===== src/rtl/pcm_fmt_pkg.sv =====
package pcm_fmt_pkg;

    typedef enum logic [1:0] {
        ST_IDLE  = 2'd0,
        ST_LEFT  = 2'd1,
        ST_RIGHT = 2'd2
    } slot_state_t;

    // word length for each precision code
    function automatic logic [5:0] prec_width(input logic [1:0] code);
        logic [5:0] w;
        unique case (code)
            2'd0: w = 6'd16;
            2'd1: w = 6'd18;
            2'd2: w = 6'd20;
            default: w = 6'd24;
        endcase
        return w;
    endfunction

endpackage


===== src/rtl/pcm_slot_fsm.sv =====
module pcm_slot_fsm
    import pcm_fmt_pkg::*;
#(
    parameter int SLOT_LONG  = 32,
    parameter int SLOT_SHORT = 16,
    localparam int CNT_W     = $clog2(SLOT_LONG)
) (
    input  logic             clk,
    input  logic             rst_n,
    input  logic             tick,
    input  logic             slot32,
    output logic             bclk_o,
    output logic             lrck_o,
    output logic             launch_o,
    output logic             start_left_o,
    output logic             right_o,
    output logic [CNT_W-1:0] idx_o
);
    localparam logic [CNT_W-1:0] LAST_LONG  = CNT_W'(SLOT_LONG - 1);
    localparam logic [CNT_W-1:0] LAST_SHORT = CNT_W'(SLOT_SHORT - 1);

    slot_state_t      state, nstate;
    logic [CNT_W-1:0] cnt, ncnt;
    logic [CNT_W-1:0] last;
    logic             launch;

    assign last   = slot32 ? LAST_LONG : LAST_SHORT;
    assign launch = tick && ((state == ST_IDLE) || bclk_o);

    always_comb begin
        nstate = state;
        ncnt   = cnt;
        if (launch) begin
            unique case (state)
                ST_IDLE: begin
                    nstate = ST_LEFT;
                    ncnt   = '0;
                end
                ST_LEFT: begin
                    if (cnt == last) begin
                        nstate = ST_RIGHT;
                        ncnt   = '0;
                    end else begin
                        ncnt = cnt + 1'b1;
                    end
                end
                ST_RIGHT: begin
                    if (cnt == last) begin
                        nstate = ST_LEFT;
                        ncnt   = '0;
                    end else begin
                        ncnt = cnt + 1'b1;
                    end
                end
                default: begin
                    nstate = ST_IDLE;
                    ncnt   = '0;
                end
            endcase
        end
    end

    // state register
    always_ff @(posedge clk) begin
        if (!rst_n) begin
            state <= ST_IDLE;
            cnt   <= '0;
        end else begin
            state <= nstate;
            cnt   <= ncnt;
        end
    end

    // output registers
    always_ff @(posedge clk) begin
        if (!rst_n) begin
            bclk_o <= 1'b0;
            lrck_o <= 1'b0;
        end else begin
            if (tick && (state != ST_IDLE)) bclk_o <= ~bclk_o;
            if (launch) lrck_o <= (nstate == ST_RIGHT);
        end
    end

    assign launch_o     = launch;
    assign idx_o        = ncnt;
    assign right_o      = (nstate == ST_RIGHT);
    assign start_left_o = launch && (nstate == ST_LEFT) && (ncnt == '0);

endmodule


===== src/rtl/pcm_sample_hold.sv =====
module pcm_sample_hold #(
    parameter int SAMPLE_W = 24
) (
    input  logic                clk,
    input  logic                rst_n,
    input  logic                slot_start,
    input  logic                sel_right,
    input  logic                s_valid,
    input  logic [SAMPLE_W-1:0] s_left,
    input  logic [SAMPLE_W-1:0] s_right,
    output logic                s_ready,
    output logic [SAMPLE_W-1:0] word_o
);
    logic [SAMPLE_W-1:0] hold_l, hold_r;
    logic                take;

    assign s_ready = slot_start;
    assign take    = slot_start && s_valid;

    always_ff @(posedge clk) begin
        if (!rst_n) begin
            hold_l <= '0;
            hold_r <= '0;
        end else if (take) begin
            hold_l <= s_left;
            hold_r <= s_right;
        end
    end

    assign word_o = sel_right ? hold_r : (take ? s_left : hold_l);

endmodule


===== src/rtl/pcm_bit_select.sv =====
module pcm_bit_select
    import pcm_fmt_pkg::*;
#(
    parameter int SAMPLE_W   = 24,
    parameter int SLOT_LONG  = 32,
    parameter int SLOT_SHORT = 16,
    localparam int CNT_W     = $clog2(SLOT_LONG),
    localparam int IW        = CNT_W + 1,
    localparam int BW        = $clog2(SAMPLE_W)
) (
    input  logic [SAMPLE_W-1:0] word,
    input  logic [CNT_W-1:0]    idx,
    input  logic [1:0]          prec,
    input  logic                slot32,
    input  logic                lsb_first,
    input  logic                rjust,
    input  logic                sign_pad,
    output logic                bit_o
);
    logic [IW-1:0] pw, sl, len, pad, pos, w, src;
    logic          in_word;

    always_comb begin
        pw  = IW'(prec_width(prec));
        sl  = slot32 ? IW'(SLOT_LONG) : IW'(SLOT_SHORT);
        len = (pw < sl) ? pw : sl;
        pad = sl - len;
        pos = {1'b0, idx};
        if (rjust) begin
            in_word = (pos >= pad);
            w       = in_word ? (pos - pad) : '0;
        end else begin
            in_word = (pos < len);
            w       = in_word ? pos : '0;
        end
        src = lsb_first ? (IW'(SAMPLE_W) - len + w) : (IW'(SAMPLE_W - 1) - w);
        bit_o = in_word ? word[src[BW-1:0]] : (sign_pad & word[SAMPLE_W-1]);
    end

endmodule


===== src/rtl/pcm_out_fmt.sv =====
module pcm_out_fmt #(
    parameter int SAMPLE_W   = 24,
    parameter int SLOT_LONG  = 32,
    parameter int SLOT_SHORT = 16
) (
    input  logic                clk,
    input  logic                rst_n,
    input  logic                tick,
    input  logic [1:0]          cfg_prec,
    input  logic                cfg_lsb_first,
    input  logic                cfg_slot32,
    input  logic                cfg_rjust,
    input  logic                cfg_signpad,
    input  logic                play,
    input  logic                mute,
    input  logic                s_valid,
    output logic                s_ready,
    input  logic [SAMPLE_W-1:0] s_left,
    input  logic [SAMPLE_W-1:0] s_right,
    output logic                pcm_bclk,
    output logic                pcm_lrck,
    output logic                pcm_sdo
);
    localparam int CNT_W = $clog2(SLOT_LONG);

    logic                launch, start_left, sel_right, nbit;
    logic [CNT_W-1:0]    idx;
    logic [SAMPLE_W-1:0] word;

    pcm_slot_fsm #(.SLOT_LONG(SLOT_LONG), .SLOT_SHORT(SLOT_SHORT)) u_fsm (
        .clk(clk), .rst_n(rst_n), .tick(tick), .slot32(cfg_slot32),
        .bclk_o(pcm_bclk), .lrck_o(pcm_lrck), .launch_o(launch),
        .start_left_o(start_left), .right_o(sel_right), .idx_o(idx)
    );

    pcm_sample_hold #(.SAMPLE_W(SAMPLE_W)) u_hold (
        .clk(clk), .rst_n(rst_n), .slot_start(start_left), .sel_right(sel_right),
        .s_valid(s_valid), .s_left(s_left), .s_right(s_right),
        .s_ready(s_ready), .word_o(word)
    );

    pcm_bit_select #(.SAMPLE_W(SAMPLE_W), .SLOT_LONG(SLOT_LONG), .SLOT_SHORT(SLOT_SHORT)) u_sel (
        .word(word), .idx(idx), .prec(cfg_prec), .slot32(cfg_slot32),
        .lsb_first(cfg_lsb_first), .rjust(cfg_rjust), .sign_pad(cfg_signpad),
        .bit_o(nbit)
    );

    always_ff @(posedge clk) begin
        if (!rst_n)      pcm_sdo <= 1'b0;
        else if (launch) pcm_sdo <= (play && !mute) ? nbit : 1'b0;
    end

endmodule


===== config.mk =====
export PLATFORM = sky130hd
export DESIGN_NAME = pcm_out_fmt
export DESIGN_NICKNAME = d
export VERILOG_FILES = /design/src/rtl/pcm_fmt_pkg.sv /design/src/rtl/pcm_slot_fsm.sv /design/src/rtl/pcm_sample_hold.sv /design/src/rtl/pcm_bit_select.sv /design/src/rtl/pcm_out_fmt.sv
export SDC_FILE = /design/constraint.sdc
export NUM_CORES = 1
export LEC_CHECK = 0
export ABC_AREA = 0
export BUFFER_PORTS_ARGS = -buffer_cell sky130_fd_sc_hd__buf_2
export CELL_PAD_IN_SITES_DETAIL_PLACEMENT = 2
export CELL_PAD_IN_SITES_GLOBAL_PLACEMENT = 2
export CORE_UTILIZATION = 33
export CTS_CLUSTER_DIAMETER = 100
export CTS_CLUSTER_SIZE = 24
export DETAILED_ROUTE_END_ITERATION = 6
export PLACE_DENSITY_LB_ADDON = 0.1
export SLEW_MARGIN = 20
export SYNTH_ARGS = -nofsm -noshare
export SYNTH_HDL_FRONTEND = slang
export SYNTH_SLANG_ARGS = --single-unit
export TNS_END_PERCENT = 10

===== constraint.sdc =====
create_clock -name clk -period 8.1 [get_ports clk]
set_input_delay 1.62 -clock clk [delete_from_list [all_inputs] [get_ports clk]]
set_output_delay 1.62 -clock clk [all_outputs]
set_load 0.02 [all_outputs]

[Word level (Yosys, flattened, before mapping)]
Index checks and enable logic that the tools add are counted.
Storage, ports and cells
  register bits: 58
  bits in latches: 0
  memory bits (writable): 0
  bits in read-only memories: 0
  memories: 0
Cells by class
  add/sub/neg operators: 6
  $mul: 0
  divide/modulo/power cells: 0
  $lt $le $gt $ge: 4
  equal/unequal tests: 7
  shift-type cells: 0
  mux-type cells: 22
  bitwise operators: 2
  reductions and logical operators: 13
Operators by type and width (count)
  $mux W24: 2
  $mux W5: 8
  $lt A5 B6 Y1: 2
  $mux W6: 2
  $pmux W4 S3: 1
  $sub A5 B5 Y5 const A: 2
  $eq A2 B1 Y1 const B: 3
  $eq A2 B2 Y1 const B: 3
  $ge A5 B6 Y1: 1
  $logic_and A1 B1 Y1: 6
  $lt A5 B6 Y1 const B: 1
  $mux W2: 3
  $pmux W2 S3: 1
  $sub A6 B6 Y6: 1
  $add A5 B1 Y5 const B: 1
  $add A5 B5 Y5: 1
  $bmux W1 S5: 1
  $eq A5 B5 Y1: 1
  $logic_not A5 Y1: 1
  $sub A5 B5 Y5: 1
  $logic_not A2 Y1: 2
  $mux W1: 4
  $reduce_bool A2 Y1: 1
  $reduce_or A2 Y1: 1
  4 further kinds: 4

[Depth between registers and ports, before layout]
  depth after elaboration: 15
  mapped depth: 27
  gate-level depth less buffers: 26

[Cells and area by module]
From an unflattened synthesis, not the netlist that was laid out.
Second synthesis, totals
  cells, all modules: 492
  area, all modules: 4269.1 um^2
By module, submodules not included
  pcm_sample_hold: times used 1, cells an instance 274, area an instance 2558.7 um^2, seq. area each 960.9 um^2
  pcm_bit_select: times used 1, cells an instance 143, area an instance 1052.3 um^2, seq. area each 0.0 um^2
  pcm_slot_fsm: times used 1, cells an instance 71, area an instance 615.6 um^2, seq. area each 180.2 um^2
  pcm_out_fmt: times used 1, cells an instance 4, area an instance 42.5 um^2, seq. area each 20.0 um^2

[Worst setup path after synthesis]
Ideal clock, no wire load.
  path type: input to register
  start: input cfg_slot32
  end: register pcm_sdo
  setup time: 88 ps
  arrival time: 6252 ps
  required time: 8012 ps
  slack: 1760 ps
  stages: 24
  cell sequence: buf_2 nand2_1 or2_2 ha_1 xor2_1 inv_1 ha_1 nand2b_1 or4_1 and3_1 a211oi_1 o211ai_1 inv_1 ha_1 fa_1 xnor2_1 nand2_1 o211a_1 nand2b_1 a2111oi_0 a21oi_1 nand3_1 o211ai_1 a311oi_2
Between the ends
  word-level cells in the longest chain between the ends: 15
RTL lines
  from (decl): RTL line pcm_out_fmt.sv:11  | input logic cfg_slot32,
  parallel branches: the longest is 13 deep, another holds $lt A5 B6 Y1
  $mux W1 *: RTL line pcm_bit_select.sv:37  | bit_o = in_word ? word[src[BW-1:0]] : (sign_pad & word[SAMPLE_W-1]);
  $mux W1 *: RTL line pcm_out_fmt.sv:50  | else if (launch) pcm_sdo <= (play && !mute) ? nbit : 1'b0;
  to (signal assigned): RTL line pcm_out_fmt.sv:50
  to (decl): RTL line pcm_out_fmt.sv:22  | output logic pcm_sdo
Every way passes the cells marked *. The select of a mux whose other input is x is not followed.
A chain may end at the register's enable or synchronous reset.

[Worst setup path after layout]
Ends and elaborated chain as after synthesis.

==> flow_summary.json <==
{
  "status": "finished clean",
  "hold_class": "reg -> reg",
  "ctsHoldBuffers": 0,
  "synthCells": 480,
  "rows": 39,
  "synth_edf_count": 0,
  "syn_area_sq_um": 3859,
  "hold_slack_ps": 460.2,
  "num_io_pins": 64,
  "grt_overflow": 0,
  "synthTopCellsByArea": "dfxtp_1 30%, nand2_1 11%, mux2i_1 6.2%",
  "grt_pass1_vias": 3921,
  "antenna_found_initial": 0,
  "period_share_pct": 81.89,
  "die-area_sq_um": 12130,
  "cts_tree": "yes",
  "antenna_cells": 0,
  "nets": 609,
  "die-height_um": 110.1,
  "place_area_sq_um": 4267,
  "die-width_um": 110.1,
  "ys_types": 62,
  "max_freq_mhz": 150.8,
  "clk_pin_slew_ps": 60,
  "multi_input_area_sq_um": 2506,
  "p_leak_nw": 1.824,
  "clk_path_buf_depth": 2,
  "rsz0062_at_grt": "false",
  "fin_total_pwr_mw": 0.8760,
  "final_cell_mix": "108 x nand2_1, 63 x buf_2, 58 x dfxtp_1",
  "cts-resized-gates": 0,
  "final_common_cell": "nand2_1",
  "start_util_pct": 33.79,
  "numCtsBuffers": 9,
  "place_congestion": 0.8416,
  "cts_max_level": 3,
  "drc": 0,
  "cts.sinks": 58,
  "seq_area_frac_synth_pct": 30.09,
  "maxCapViolCount": 0,
  "critPathLaunchType": "input port",
  "worst_pin_slew_ps": 907.5,
  "crit_required_ps": 8350,
  "grt_usage_pct": 21.44,
  "instances_no_fill": 680,
  "cp.arrival_ps": 6880,
  "synth_area_leader_cell": "dfxtp_1",
  "synth-seq-cells": 58,
  "via_per_inst": 5.368,
  "regArea_sq_um": 1161,
  "synth-async-reset-ratio_pct": 0,
  "crit_type": "in -> reg",
  "setup_viol": 0,
  "path_max_fanout": 7,
  "ir_drop_uv": 107.4,
  "grt_max_degree": 50,
  "detail_route.iter0.violations": 61,
  "cts-root-buf": "clkbuf_16",
  "yosys_warnings": 0,
  "p_per_area_nw_per_um2": 192.7,
  "postSynthAreaPerCell_sq_um": 8.039,
  "synth_largest_type_area_fraction_pct": 30.09,
  "finalHoldViolCount": 0,
  "fillers": 1368,
  "port_buffers": 63,
  "fin_skew_ps": 5.112,
  "ant_nets": 0,
  "dpl.cell_count": 664,
  "worstSetupEndpointType": "flip-flop",
  "slew_viol_final": 0,
  "synth_fp_nets": 557,
  "slew_headroom_pct": 39.50,
  "vias": 3650,
  "fin_crit_ps": 6633,
  "clock_latency_ps": 340,
  "core_sq_um": 11420,
  "wire_per_inst_um": 17.81,
  "place.detailed.hpwl_um": 9261,
  "drive_above_1_share_pct": 20.11,
  "synthToLayoutAreaGrowth_pct": 17.83,
  "first_pass_iters": 4,
  "detail_route.wirelength_um": 12110,
  "ys.flop_type": "dfxtp_1",
  "stdcell_area_sq_um": 4547,
  "grt_pass1_wl_um": 19330,
  "cts_setup_buffers": 0,
  "tns_ps": 0
}
## registers in the layout (all words and copies together), names as in the netlist
register / cells
pcm_sdo: 1
u_hold.hold_l: 24
u_fsm.lrck_o: 1
u_fsm.state: 2
u_fsm.cnt: 5
u_hold.hold_r: 24
u_fsm.bclk_o: 1
## cells by family (layout without fill, tap and decap cells)
logic type / after synthesis / in the layout / share of synthesized area, %
simple gates: 192 / 192 / 23.73
compound gates: 128 / 128 / 23.93
flops: 58 / 58 / 30.09
buf+inv: 44 / 101 / 4.993
mux: 30 / 30 / 8.560
fa+ha+maj: 17 / 17 / 5.707
xor+xnor: 11 / 11 / 2.983
## per-layer routing
metal	vias to the layer above	wire, um	global-route usage, %
li1	1799	-	-
met1	1783	5210	24.06
met2	48	6285	38.88
met3	20	292	4.292
met4	0	326	9.774
met5	-	0	0
## layout make-up
type	count	area share (%)
clock inverters	6	0.9081
flip-flops and latches	58	25.54
multi-input cells	378	55.12
repair buffers	69	7.925
well taps	143	3.935
clock buffers	10	5.256
inverters	16	1.321
## through the flow
step	setup WS, ps	utilization, %
detailed placement	1153	37.37
global route	1135	39.82
floorplan	1760	-
finish	1467	39.82
CTS	1483	39.82
global placement	1377	37.37
## path summary, 6_finish.rpt
| kind | startpoint | slack, ps | cells past startpoint | to |
|---|---|---|---|---|
| worst min register to register | u_hold.hold_l[10] | 460 | 2 | u_hold.hold_l[10] |
| worst min-delay path | u_hold.hold_l[10] | 460 | 2 | u_hold.hold_l[10] |
| worst max-delay path | cfg_slot32 | 1470 | 24 | pcm_sdo |
| worst max register to register | u_fsm.state[1] | 1920 | 22 | pcm_sdo |
## critical path, stage by stage
cell	delay, ps
buf_2	150
nand2_1	60
or2_2	310
ha_1	200
xor2_1	300
inv_1	80
ha_1	350
nand2b_1	70
or4_1	440
and3_1	220
a211oi_1	470
o211ai_1	210
inv_1	100
ha_1	260
fa_1	440
xnor2_1	160
nand2_1	90
o211a_1	210
nand2b_1	210
a2111oi_0	410
a21oi_1	100
nand3_1	90
o211ai_1	120
a311oi_2	200
## power breakdown
part,leakage (nW),internal [mW],switching (mW)
Sequential,0.472,0.300,0.00868
Clock,0.131,0.215,0.145
Combinational,1.22,0.0856,0.121
Total,1.82,0.601,0.275
## cells in the mapped netlist (3+ instances only)
cell,instances
nand2b_1,7
xor2_1,4
a21oi_1,24
clkbuf_1,14
inv_1,16
and2_1,7
nor3b_1,4
buf_2,7
nor2b_1,12
o21ai_0,16
nand3_1,7
dfxtp_1,58
a21boi_0,32
buf_1,4
o21a_1,3
o22ai_1,3
mux2i_1,24
a21o_1,4
and3_1,4
a31oi_1,3
or3_1,4
or3b_2,3
o221ai_1,6
o211ai_1,7
nand2_1,108
xnor2_1,6
a211oi_1,6
ha_1,16
nor2_1,19
nor3_1,5
mux2_2,4
No activity file was read; power rests on OpenSTA's default activity.
